File: src/rtl/tp_pkg.sv
package tp_pkg;
  localparam int TP_NIB = 4;
  localparam int TP_SYNC = 2;

  typedef struct packed {
    logic pwm;
    logic tgl;
  } tp_wave_t;
endpackage

File: src/rtl/tp_evsync.sv
module tp_evsync #(
  parameter int STAGES = 2
) (
  input  logic clk,
  input  logic rst,
  input  logic evt_i,
  input  logic fall_i,
  output logic edge_o
);
  logic [STAGES:0] sh_q;
  logic cur, prev;

  always_ff @(posedge clk) begin
    if (rst) sh_q <= '0;
    else     sh_q <= {sh_q[STAGES-1:0], evt_i};
  end

  always_comb begin
    cur    = sh_q[STAGES-1];
    prev   = sh_q[STAGES];
    edge_o = fall_i ? (prev & ~cur) : (cur & ~prev);
  end
endmodule

File: src/rtl/tp_cnt8.sv
module tp_cnt8 #(
  parameter int W = 8
) (
  input  logic         clk,
  input  logic         rst,
  input  logic         tick_i,
  input  logic         load_i,
  input  logic [W-1:0] rld_i,
  output logic [W-1:0] cnt_o,
  output logic         uf_o
);
  logic [W-1:0] cnt_q;

  assign cnt_o = cnt_q;
  assign uf_o  = tick_i & ~load_i & (cnt_q == '0);

  always_ff @(posedge clk) begin
    if (rst)         cnt_q <= '0;
    else if (load_i) cnt_q <= rld_i;
    else if (tick_i) cnt_q <= (cnt_q == '0) ? rld_i : cnt_q - 1'b1;
  end

  AST_RELOAD_ON_UF: assert property (@(posedge clk) disable iff (rst)
    uf_o |=> cnt_o == $past(rld_i));
  AST_DECREMENT: assert property (@(posedge clk) disable iff (rst)
    (tick_i && !load_i && cnt_o != '0) |=> cnt_o == W'($past(cnt_o) - 1'b1));
  AST_IDLE_HOLD: assert property (@(posedge clk) disable iff (rst)
    (!tick_i && !load_i) |=> $stable(cnt_o));
  AST_LOAD_WINS: assert property (@(posedge clk) disable iff (rst)
    load_i |=> cnt_o == $past(rld_i));
endmodule

File: src/rtl/tp_wave.sv
module tp_wave (
  input  logic clk,
  input  logic rst,
  input  logic tick_i,
  input  logic match_i,
  input  logic uf_i,
  input  logic load_i,
  output tp_pkg::tp_wave_t wave_o
);
  tp_pkg::tp_wave_t w_q;

  assign wave_o = w_q;

  always_ff @(posedge clk) begin
    if (rst) begin
      w_q <= '0;
    end else begin
      if (load_i || uf_i)          w_q.pwm <= 1'b0;
      else if (tick_i && match_i)  w_q.pwm <= 1'b1;
      if (uf_i)                    w_q.tgl <= ~w_q.tgl;
    end
  end

  AST_WAVE_CLEAR: assert property (@(posedge clk) disable iff (rst)
    (uf_i || load_i) |=> !wave_o.pwm);
  AST_TOGGLE_FLIP: assert property (@(posedge clk) disable iff (rst)
    uf_i |=> wave_o.tgl != $past(wave_o.tgl));
endmodule

File: src/rtl/tp_rdlatch.sv
module tp_rdlatch #(
  parameter int DW = 16,
  parameter int NW = 4,
  localparam int NN = DW / NW,
  localparam int SW = $clog2(NN)
) (
  input  logic          clk,
  input  logic          rst,
  input  logic          en_i,
  input  logic          rd_i,
  input  logic [SW-1:0] sel_i,
  input  logic [DW-1:0] live_i,
  output logic [NW-1:0] data_o
);
  logic [DW-1:NW] hold_q;
  logic           vld_q;
  logic [DW-1:0]  held_full;
  logic [NW-1:0]  nib_live, nib_held;

  always_comb begin
    held_full = {hold_q, live_i[NW-1:0]};
    nib_live  = live_i[int'(sel_i)*NW +: NW];
    nib_held  = held_full[int'(sel_i)*NW +: NW];
  end

  always_ff @(posedge clk) begin
    if (rst) begin
      hold_q <= '0;
      vld_q  <= 1'b0;
      data_o <= '0;
    end else begin
      if (!en_i) vld_q <= 1'b0;
      if (rd_i) begin
        if (en_i && sel_i == '0) begin
          data_o <= live_i[NW-1:0];
          hold_q <= live_i[DW-1:NW];
          vld_q  <= 1'b1;
        end else if (en_i && vld_q) begin
          data_o <= nib_held;
        end else begin
          data_o <= nib_live;
        end
      end
    end
  end

  AST_SNAP_STABLE: assert property (@(posedge clk) disable iff (rst)
    (vld_q && en_i && !(rd_i && sel_i == '0)) |=> $stable(hold_q));
  AST_NO_SNAP_OFF: assert property (@(posedge clk) disable iff (rst)
    !en_i |=> !vld_q);
  AST_DATA_HOLD: assert property (@(posedge clk) disable iff (rst)
    !rd_i |=> $stable(data_o));
endmodule

File: src/rtl/tmr_pair.sv
module tmr_pair #(
  parameter int W = 8,
  parameter int NIB = tp_pkg::TP_NIB,
  parameter int SYNC = tp_pkg::TP_SYNC,
  localparam int DW = 2 * W,
  localparam int SW = $clog2(DW / NIB)
) (
  input  logic          clk,
  input  logic          rst,
  input  logic          chain_i,
  input  logic [1:0]    run_i,
  input  logic [1:0]    clk_en_i,
  input  logic [1:0]    evmode_i,
  input  logic [1:0]    evfall_i,
  input  logic [1:0]    evt_i,
  input  logic [1:0]    load_i,
  input  logic [W-1:0]  rld0_i,
  input  logic [W-1:0]  rld1_i,
  input  logic [W-1:0]  cmp0_i,
  input  logic [W-1:0]  cmp1_i,
  input  logic [1:0]    pwm_en_i,
  input  logic [1:0]    pol_i,
  input  logic          osel_i,
  input  logic          rd_i,
  input  logic [SW-1:0] rd_sel_i,
  output logic [NIB-1:0] rd_data_o,
  output logic [1:0]    irq_o,
  output logic          tout_o
);
  logic [1:0]         edg, src, tick, uf, match, wtick;
  logic [1:0][W-1:0]  cnt, rld;
  tp_pkg::tp_wave_t   wave [2];
  logic [DW-1:0]      full;
  logic               osel_eff, out_raw;

  assign rld = {rld1_i, rld0_i};

  for (genvar k = 0; k < 2; k++) begin : g_tmr
    tp_evsync #(.STAGES(SYNC)) u_sync (
      .clk(clk), .rst(rst), .evt_i(evt_i[k]), .fall_i(evfall_i[k]), .edge_o(edg[k])
    );
    tp_cnt8 #(.W(W)) u_cnt (
      .clk(clk), .rst(rst), .tick_i(tick[k]), .load_i(load_i[k]),
      .rld_i(rld[k]), .cnt_o(cnt[k]), .uf_o(uf[k])
    );
    tp_wave u_wave (
      .clk(clk), .rst(rst), .tick_i(wtick[k]), .match_i(match[k]),
      .uf_i(uf[k]), .load_i(load_i[k]), .wave_o(wave[k])
    );
  end

  always_comb begin
    for (int k = 0; k < 2; k++)
      src[k] = run_i[k] & (evmode_i[k] ? edg[k] : clk_en_i[k]);
    full     = {cnt[1], cnt[0]};
    tick[0]  = src[0];
    tick[1]  = chain_i ? uf[0] : src[1];
    wtick[0] = tick[0];
    wtick[1] = chain_i ? tick[0] : tick[1];
    match[0] = (cnt[0] == cmp0_i);
    match[1] = chain_i ? (full == {cmp1_i, cmp0_i}) : (cnt[1] == cmp1_i);
    osel_eff = chain_i | osel_i;
    out_raw  = (pwm_en_i[osel_eff] ? wave[osel_eff].pwm : wave[osel_eff].tgl)
               ^ pol_i[osel_eff];
  end

  always_ff @(posedge clk) begin
    if (rst) begin
      irq_o  <= '0;
      tout_o <= 1'b0;
    end else begin
      irq_o  <= uf;
      tout_o <= out_raw;
    end
  end

  tp_rdlatch #(.DW(DW), .NW(NIB)) u_rd (
    .clk(clk), .rst(rst), .en_i(chain_i), .rd_i(rd_i), .sel_i(rd_sel_i),
    .live_i(full), .data_o(rd_data_o)
  );

  AST_UPPER_GATED: assert property (@(posedge clk) disable iff (rst)
    (chain_i && !uf[0] && !load_i[1]) |=> $stable(cnt[1]));
  AST_CHAIN_IRQ: assert property (@(posedge clk) disable iff (rst)
    (chain_i && $past(chain_i) && irq_o[1]) |-> irq_o[0]);
endmodule

File: config.mk
export PLATFORM = sky130hd
export DESIGN_NAME = tmr_pair
export DESIGN_NICKNAME = d
export VERILOG_FILES = /design/src/rtl/tp_pkg.sv /design/src/rtl/tp_evsync.sv /design/src/rtl/tp_cnt8.sv /design/src/rtl/tp_wave.sv /design/src/rtl/tp_rdlatch.sv /design/src/rtl/tmr_pair.sv
export SDC_FILE = /design/constraint.sdc
export NUM_CORES = 1
export LEC_CHECK = 0
export ABC_AREA = 1
export BUFFER_PORTS_ARGS = -buffer_cell sky130_fd_sc_hd__buf_4
export CAP_MARGIN = 20
export CELL_PAD_IN_SITES_DETAIL_PLACEMENT = 0
export CELL_PAD_IN_SITES_GLOBAL_PLACEMENT = 1
export CORE_ASPECT_RATIO = 1.4
export CORE_MARGIN = 2
export CORE_UTILIZATION = 38
export CTS_CLUSTER_SIZE = 16
export DETAILED_ROUTE_END_ITERATION = 6
export HOLD_SLACK_MARGIN = 0.1
export PLACE_DENSITY = 0.8
export SLEW_MARGIN = 20
export SYNTH_ARGS = -nofsm -noshare
export SYNTH_HDL_FRONTEND = slang
export SYNTH_SLANG_ARGS = --single-unit
File: constraint.sdc
create_clock -name clk -period 2 [get_ports clk]
set_clock_uncertainty 0.2 [all_clocks]
set_input_delay 0.1 -clock clk [delete_from_list [all_inputs] [get_ports clk]]
set_output_delay 0.1 -clock clk [all_outputs]
set_load 0.01 [all_outputs]
Yosys cells after proc, flatten, opt, wreduce, memory -nomap -nowiden
Cells that the tools add are included.

word-level totals
  memory bits (writable) = 0
  memories kept = 0
  bits in read-only memories = 0
  flip-flop bits (word level) = 46
  logic and storage cells = 83
  input bits = 55
  output and inout bits = 7
  bits in latches = 0

operators by class
  multiplexer cells = 26
  equal/unequal tests = 3
  add/sub/neg operators = 2
  divide/modulo/power cells = 0
  magnitude comparators = 2
  reduce and logical (&&, ||, !) cells = 14
  shift operators = 2
  bitwise operators = 21
  $mul = 0

operators by type and width
  operator                                                                      number
  8-bit 2-to-1 mux                                                              6
  16-bit by 5-bit variable part select with 4-bit output                        2
  16-bit equality test                                                          1
  8-bit equality test                                                           2
  8-bit zero test                                                               2
  8-bit by 1-bit subtractor with 8-bit output, second input constant            2
  1-bit 2-to-1 mux                                                              15
  1-bit bitwise AND                                                             10
  4-bit 2-to-1 mux                                                              2
  1-bit NOT                                                                     8
  2-bit 2-to-1 mux                                                              3
  1-bit logical AND                                                             4
  2-bit nonzero test                                                            2
  2-bit OR reduction                                                            2
  2-bit >= comparator, second input constant                                    1
  2-bit zero test                                                               1
  1-bit logical OR                                                              2
  1-bit by 2-bit less-than comparator with 1-bit output, second input constant  1
  1-bit NOT with 2-bit output                                                   1
  2-bit AND reduction                                                           1
  1-bit bitwise OR                                                              1
  1-bit XOR                                                                     1

Logic depth before layout (Yosys ltp)
Gate-level depths: netlist (run 1).

  word-level depth = 12
  depth in mapped cells = 11
  gate-level depth less buffers = 11

Modules after synthesis
From an unflattened synthesis (run 1), not the netlist that was laid out.

second synthesis, totals
  cells, all modules = 454
  area total of the unflattened synthesis = 2847.7 sq um

by module, submodules not included
  module      sequential area each (sq um)  area each (sq um)  instances  cells each
  tp_cnt8     160.2                         578.1              2          90
  tp_rdlatch  340.3                         885.8              1          138
  tmr_pair    60.1                          447.9              1          86
  tp_evsync   60.1                          103.8              2          14
  tp_wave     40.0                          75.1               2          11

Worst setup path before layout (run 1)
OpenSTA, ideal clock, no wires.

  path type = flip-flop to flip-flop
  start = register g_tmr[0].u_cnt.cnt_q[0]
  end = register g_tmr[0].u_cnt.cnt_q[7]
  period minus slack after synthesis = 1684 ps
  data required time = 1686 ps
  library setup time = 114 ps
  slack = 316 ps
  buffers on the path = 0
  arrival = 1371 ps
  cell stages (with the launch flop) = 11
  path through = dfxtp_1 > inv_1 > ha_1 > inv_1 > nor3_2 > nand2_2 > nand2_4 > inv_4 > or2_0 > a21oi_1 > nor2_1

between the ends
  word-level cells in the longest chain between the ends = 4

RTL lines
  element                                                                                line           RTL
  start: declaration                                                                     tp_cnt8.sv:12  logic [W-1:0] cnt_q;
  start signal: assignment                                                               tp_cnt8.sv:19  else if (load_i) cnt_q <= rld_i;
  start signal: assignment                                                               tp_cnt8.sv:20  else if (tick_i) cnt_q <= (cnt_q == '0) ? rld_i : cnt_q - 1'b1;
  8-bit by 1-bit subtractor with 8-bit output / 8-bit zero test (equally long branches)  tp_cnt8.sv:20
  8-bit 2-to-1 mux (*) (2 in series)                                                     tp_cnt8.sv:20
  8-bit 2-to-1 mux (*)                                                                   tp_cnt8.sv:19

Mark *: on every way between the ends. The rest lies on a longest branch, timed or not. The select of a mux whose other input is x is not followed.
A chain may end at the register's enable or synchronous reset.

Worst setup path in the final report (run 1)
  start = input chain_i
  end = register tout_o

between the ends
  word-level cells in the longest chain between the ends = 7

RTL lines
  element                                               line            RTL
  start: declaration                                    tmr_pair.sv:10  input logic chain_i,
  1-bit bitwise OR (*)                                  tmr_pair.sv:62  osel_eff = chain_i | osel_i;
  1-bit NOT with 2-bit output (implied by the code)     tmr_pair.sv:63  out_raw = (pwm_en_i[osel_eff] ? wave[osel_eff].pwm : wave[osel_eff].tgl)
  2-bit 2-to-1 mux (implied by the code) (3 in series)  tmr_pair.sv:63
  1-bit 2-to-1 mux                                      tmr_pair.sv:63
  1-bit XOR (*)                                         tmr_pair.sv:64  ^ pol_i[osel_eff];
  end signal: assignment                                tmr_pair.sv:73  tout_o <= out_raw;
  end: declaration                                      tmr_pair.sv:28  output logic tout_o

Marks and branches as above.

==> results.sh, run 1 <==
export IMPL_drt_pass1_iterations=4
export IMPL_syn_inst=408
export IMPL_pre_cts_slack_ns=0.163
export IMPL_power_frac_comb=0.297
export IMPL_place_congestion=0.840
export IMPL_grt_max_degree=21
export IMPL_htreeDepth=2
export IMPL_leakagePower_nw=1.70
export IMPL_overflow=0
export IMPL_endpoint_kind="register"
export IMPL_synth_area_sq_um=2740
export IMPL_grt_pass1_wl_um=11900
export IMPL_clock_path_buffers=2
export IMPL_grt_pass1_vias=2623
export IMPL_antenna_left=0
export IMPL_critPathArrivalTime_ns=1.90
export IMPL_hold_viol_final=0
export IMPL_power_density_nw_per_um2=627
export IMPL_worst_path_most_repeated_cell="dlygate4sd3_1"
export IMPL_pin_count=62
export IMPL_core_area_sq_um=6980
export IMPL_rsz0062_at_grt="false"
export IMPL_r2r_cells=10
export IMPL_diodes=0
export IMPL_clock_fmax_ghz=0.537
export IMPL_cp_cell_sequence="dlygate4sd3_1, buf_4, nor2_4, mux2i_1, dlygate4sd3_1, o21ai_0, a21oi_1"
export IMPL_setup_tns_ns=0
export IMPL_final_max_slew_viol_count=0
export IMPL_status="finished, final reports clean"
export IMPL_rows=36
export IMPL_cts_buffers=5
export IMPL_ys_warn_count=0
export IMPL_ir_worst_vdd_uv=341
export IMPL_swShare=0.323
export IMPL_drt_iter0_drc=85
export IMPL_netlist_cell_type_count=34
export IMPL_tightest_slew_ns=0.438
export IMPL_die_h_um=104
export IMPL_portBuffers=61
export IMPL_cpPeakStageDelay_ns=0.57
export IMPL_syn2layout_area_growth_pct=36.2
export IMPL_period_share=0.931
export IMPL_via_per_inst=4.72
export IMPL_path_max_fanout=6
export IMPL_avgSynthCellArea_sq_um=6.70
export IMPL_grt_use_total=0.191
export IMPL_drt_drc_violations_left=0
export IMPL_dpl_cell_count=556
export IMPL_cts_tree="built"
export IMPL_p_clk_frac=0.260
export IMPL_clk_latency_ns=0.30
export IMPL_maxSlewHeadroom=0.707
export IMPL_cts_root_buf="clkbuf_8"
export IMPL_final_cells=598
export IMPL_hpwlAfterDp_um=5290
export IMPL_antenna_found_initial=0
export IMPL_worstSetupPathType="input pin to register"
export IMPL_period_needed_ns=1.86
export IMPL_finalWirelength_um=7100
export IMPL_worst_ep_required_time_ns=2.04
export IMPL_p_switching_mw=0.755
export IMPL_cts_sinks=46
export IMPL_start_util=0.392
export IMPL_finalSetupViolCount=0
export IMPL_p_int_mw=1.58
export IMPL_hold_depth=8
export IMPL_drive_above_1_share=0.207
export IMPL_hold_class="input pin to register"
export IMPL_maxCapViolCount=0
export IMPL_clk_pin_slew_worst_paths_ns=0.09
export IMPL_nets=561
export IMPL_seqPwrFrac=0.443
export IMPL_slowest_stage="dlygate4sd3_1"
export IMPL_ys_seq_elements=46
export IMPL_ys_seq_area_frac=0.337
export IMPL_fin_ws_ns=0.138
export IMPL_utilization=0.534
export IMPL_syn_nets=467
export IMPL_vias=2823
export IMPL_die_area_sq_um=7900
export IMPL_power_mw=2.33
export IMPL_cp_start_kind="input pin"
export IMPL_die_w_um=75.7
export IMPL_routedWlPerCell_um=11.9
synth_stat cells:
master | count | area [sq um]
buf_6 | 2 | 22.5
xor2_1 | 17 | 149
nand2_1 | 76 | 285
nor3_2 | 1 | 10.0
nand3_2 | 4 | 40.0
nor3_1 | 1 | 5.00
clkbuf_1 | 4 | 15.0
nand4_1 | 5 | 31.3
o21ai_1 | 9 | 45.0
nand3_1 | 30 | 150
o21a_1 | 1 | 7.51
a31oi_1 | 5 | 31.3
nand2_2 | 4 | 25.0
o21ai_0 | 29 | 145
ha_1 | 4 | 50.1
inv_2 | 8 | 30.0
o21ai_2 | 1 | 8.76
inv_4 | 1 | 6.26
a21oi_1 | 22 | 110
buf_2 | 4 | 20.0
nor2_2 | 2 | 12.5
nor2_4 | 3 | 33.8
dfxtp_1 | 46 | 921
clkinv_2 | 1 | 5.00
nand2_4 | 1 | 11.3
or2_0 | 2 | 12.5
or2_1 | 1 | 6.26
o211ai_1 | 8 | 60.1
inv_1 | 42 | 158
nor2_1 | 63 | 236
mux2i_1 | 1 | 10.0
xnor2_1 | 8 | 70.1
buf_4 | 1 | 7.51
clkinv_1 | 1 | 3.75
cell families after synthesis:
kind of cell,share of synthesized area
flip-flops,0.337
AO/OA/AOI/OAI,0.149
XOR/XNOR,0.0801
adder cells (fa/ha/maj),0.0183
multiplexers,0.00366
AND/OR/NAND/NOR,0.314
buffers and inverters,0.0979
per-layer routing:
layer	track usage	up-vias	part of all wire
met5	0	-	0
met3	0.0233	10	0.027
met4	0.0614	0	0.019
met2	0.332	46	0.51
li1	-	1501	-
met1	0.236	1266	0.44
cells in the final DEF, fill, tap and decap left out:
cell type and instances:
nor2_4 4, clkinvlp_4 1, nand2_4 1, or2_1 1, ha_1 4, mux2i_1 1, inv_4 1, a21oi_1 22
xnor2_2 1, inv_1 41, or2_0 2, xnor2_1 7, o21a_1 1, o21ai_0 29, nor2_2 2, buf_4 64
nand2_2 5, o211ai_1 8, nand3_1 30, clkinv_1 1, a31oi_1 5, o21ai_2 1, nor2_1 62, o21ai_1 9
xor2_1 17, nor3_1 1, clkinv_2 2, dfxtp_1 44, dlygate4sd3_1 34, clkbuf_8 6, inv_2 9, nand2_1 75
nand4_1 5, dfxtp_2 2, nor3_2 1, nand3_2 4
state kept, by name, summed over array words and instances (netlist names):
name and count:
u_rd.hold_q 12, g_tmr.u_wave.wave_o 4, g_tmr.u_sync.sh_q 6, irq_o 2
g_tmr.u_cnt.cnt_o 16, tout_o 1, u_rd.vld_q 1, u_rd.data_o 4
worst paths after layout:
path / start / end / slack [ns]
max: chain_i / tout_o / 0.14
min: cmp0_i[4] / g_tmr[0].u_wave.wave_o[1] / 0.08
max reg2reg: g_tmr[0].u_cnt.cnt_o[0] / g_tmr[0].u_cnt.cnt_o[7] / 0.14
min reg2reg: g_tmr[1].u_sync.sh_q[0] / g_tmr[1].u_sync.sh_q[1] / 0.21
power by group through the flow:
stage               Combinational, mW  Clock [mW]  Sequential (mW)
global placement                0.635           0             1.05
finish                          0.693       0.608             1.03
CTS                             0.696       0.633             1.03
detailed placement              0.639           0             1.05
floorplan                       0.439           0             1.04
global route                    0.793       0.665             1.04
timing repair:
item,in CTS,in global routing
hold endpoints to repair,37,0
hold buffers,35,0
endpoints found under the setup margin,0,9
gates resized for setup,0,7
setup buffers,0,0
layout make-up:
class	count	area [sq um]
repair buffers	98	821
fillers	724	3260
multi-input cells	298	1560
clock buffers	6	82.6
inverters	53	203
clock inverters	2	12.5
flip-flops and latches	46	923
well taps	95	119
through the flow:
step | hold WS, ns | instance area (sq um)
after global placement | 0.105 | 3270
after floorplan | 0.00697 | 2740
after CTS | 0.101 | 3710
final | 0.0846 | 3720
after global routing | 0.128 | 3720
after detailed placement | 0.115 | 3270
critical path, delay by kind of cell:
kind,cells,cell delay (ns)
buffers and inverters,3,1.28
AO/OA/AOI/OAI,2,0.20
multiplexers,1,0.18
AND/OR/NAND/NOR,1,0.13
Note: power is estimated with default switching activity, not from simulation.
==> run 2, diff against run 1 <==
--- a/config.mk
+++ b/config.mk
@@ -17,6 +17,7 @@
 export DETAILED_ROUTE_END_ITERATION = 6
 export HOLD_SLACK_MARGIN = 0.1
 export PLACE_DENSITY = 0.8
+export REMOVE_ABC_BUFFERS = 1
 export SLEW_MARGIN = 20
 export SYNTH_ARGS = -nofsm -noshare
 export SYNTH_HDL_FRONTEND = slang
==> run 2 against run 1 <==
Compared with the run above: clock power increased by 0.8%; critical path depth unchanged; flip-flop and latch count unchanged; non-clock buffer count unchanged; via count increased by 0.18%; die area unchanged; largest cell class unchanged; hold slack improved by 0.029 ns; largest power group unchanged.
==> results.sh, run 2 (same netlist as run 1, synthesis figures left out) <==
export IMPL_pre_cts_slack_ns=0.176
export IMPL_die_area_sq_um=7900
export IMPL_clk_pin_slew_worst_paths_ns=0.09
export IMPL_r2r_slack_ns=0.21
export IMPL_portBuffers=61
export IMPL_rsz0062_at_grt="false"
export IMPL_clock_path_buffers=2
export IMPL_path_max_fanout=6
export IMPL_grt_max_degree=34
export IMPL_pin_count=62
export IMPL_hpwlAfterDp_um=5300
export IMPL_period_needed_ns=1.87
export IMPL_diodes=0
export IMPL_endpoint_kind="register"
export IMPL_core_area_sq_um=6980
export IMPL_clk_latency_ns=0.30
export IMPL_finalSetupViolCount=0
export IMPL_leakagePower_nw=1.70
export IMPL_via_per_inst=4.73
export IMPL_die_w_um=75.7
export IMPL_overflow=0
export IMPL_hold_viol_final=0
export IMPL_nets=561
export IMPL_cts_root_buf="clkbuf_8"
export IMPL_cts_sinks=46
export IMPL_rows=36
export IMPL_drive_above_1_share=0.201
export IMPL_period_share=0.934
export IMPL_ir_worst_vdd_uv=367
export IMPL_vias=2828
export IMPL_start_util=0.392
export IMPL_power_density_nw_per_um2=630
export IMPL_final_max_slew_viol_count=0
export IMPL_grt_pass1_vias=2642
export IMPL_cts_tree="built"
export IMPL_place_congestion=0.843
export IMPL_grt_use_total=0.188
export IMPL_antenna_left=0
export IMPL_die_h_um=104
export IMPL_fin_ws_ns=0.132
export IMPL_fill_cells=738
export IMPL_maxCapViolCount=0
export IMPL_clock_fmax_ghz=0.535
export IMPL_largest_reg_flops=16
export IMPL_drt_drc_violations_left=0
export IMPL_final_cell_mix="nand2_1, buf_4, nor2_1, dfxtp_1, inv_1"
export IMPL_htreeDepth=2
export IMPL_finalWirelength_um=7130
export IMPL_antenna_found_initial=0
export IMPL_status="finished, final reports clean"
export IMPL_cp_start_kind="input pin"
export IMPL_worst_ep_required_time_ns=2.03
export IMPL_drt_pass1_iterations=4
export IMPL_maxSlewHeadroom=0.707
export IMPL_cts_buffers=5
export IMPL_grt_pass1_wl_um=11800
export IMPL_routedWlPerCell_um=11.9
export IMPL_drt_iter0_drc=92
export IMPL_critPathArrivalTime_ns=1.90
export IMPL_tightest_slew_ns=0.438
export IMPL_setup_tns_ns=0
export IMPL_final_common_cell="nand2_1"
export IMPL_worstSetupPathType="input pin to register"
export IMPL_hold_class="input pin to register"
export IMPL_syn2layout_area_growth_pct=35.7
[run 2: cell count changes in the layout (fill, tap and decap cells not counted), sizes merged]
cell | previous run | this run
dlygate4sd3 | 34 | 33
inv | 51 | 52
clkinv | 3 | 2
buf | 64 | 65
[run 2: critical path, stage by stage]
cell	delay, ns
dlygate4sd3_1	0.54
buf_4	0.17
nor2_4	0.13
mux2i_1	0.17
dlygate4sd3_1	0.58
o21ai_0	0.08
a21oi_1	0.12
[run 2: final cells by class]
cell class                      count  area, sq um  share of cell area
Sequential cell                    46          921               0.248
Clock buffer                        6         82.6              0.0223
Tap cell                           95          119              0.0320
Clock inverter                      2         12.5             0.00337
Multi-Input combinational cell    298         1550               0.419
Inverter                           53          204              0.0550
Timing Repair Buffer               98          818               0.220
[run 2: path summary, 6_finish.rpt]
check,from,end,depth (start not counted)
hold reg to reg,g_tmr[1].u_sync.sh_q[0],g_tmr[1].u_sync.sh_q[1],2
setup reg to reg,g_tmr[0].u_cnt.cnt_o[1],g_tmr[0].u_cnt.cnt_o[7],10
setup / recovery,chain_i,tout_o,7
hold / removal,evmode_i[1],irq_o[1],6
[run 2: power breakdown]
group	internal, mW	switching [mW]	total (mW)
registers	0.974	0.0576	1.03
logic	0.326	0.367	0.693
clock network	0.279	0.334	0.613
[run 2: routing by layer]
| layer | GRT usage | up-vias | part of all wire |
|---|---|---|---|
| li1 | - | 1494 | - |
| met1 | 0.227 | 1282 | 0.43 |
| met2 | 0.338 | 44 | 0.53 |
| met3 | 0.0252 | 8 | 0.022 |
| met4 | 0.0464 | 0 | 0.014 |
| met5 | 0 | - | 0 |
[run 2: through the flow]
step | power [mW] | area (sq um) | utilization | cells | hold WS (ns)
6_report | 2.34 | 3710 | 0.532 | 598 | 0.113
2_1_floorplan | 1.47 | 2670 | - | 397 | -0.0309
3_5_place_dp | 1.70 | 3280 | 0.469 | 557 | 0.113
4_1_cts | 2.36 | 3700 | 0.530 | 598 | 0.124
3_3_place_gp | 1.69 | 3280 | 0.469 | 557 | 0.111
5_1_grt | 2.49 | 3710 | 0.532 | 598 | 0.147
[run 2: what timing repair did]
action	4_1_cts	5_1_grt
endpoints found under the hold margin	37	0
setup endpoints to repair	0	9
buffers inserted	0	0
hold buffers	33	0
resized for setup	0	4
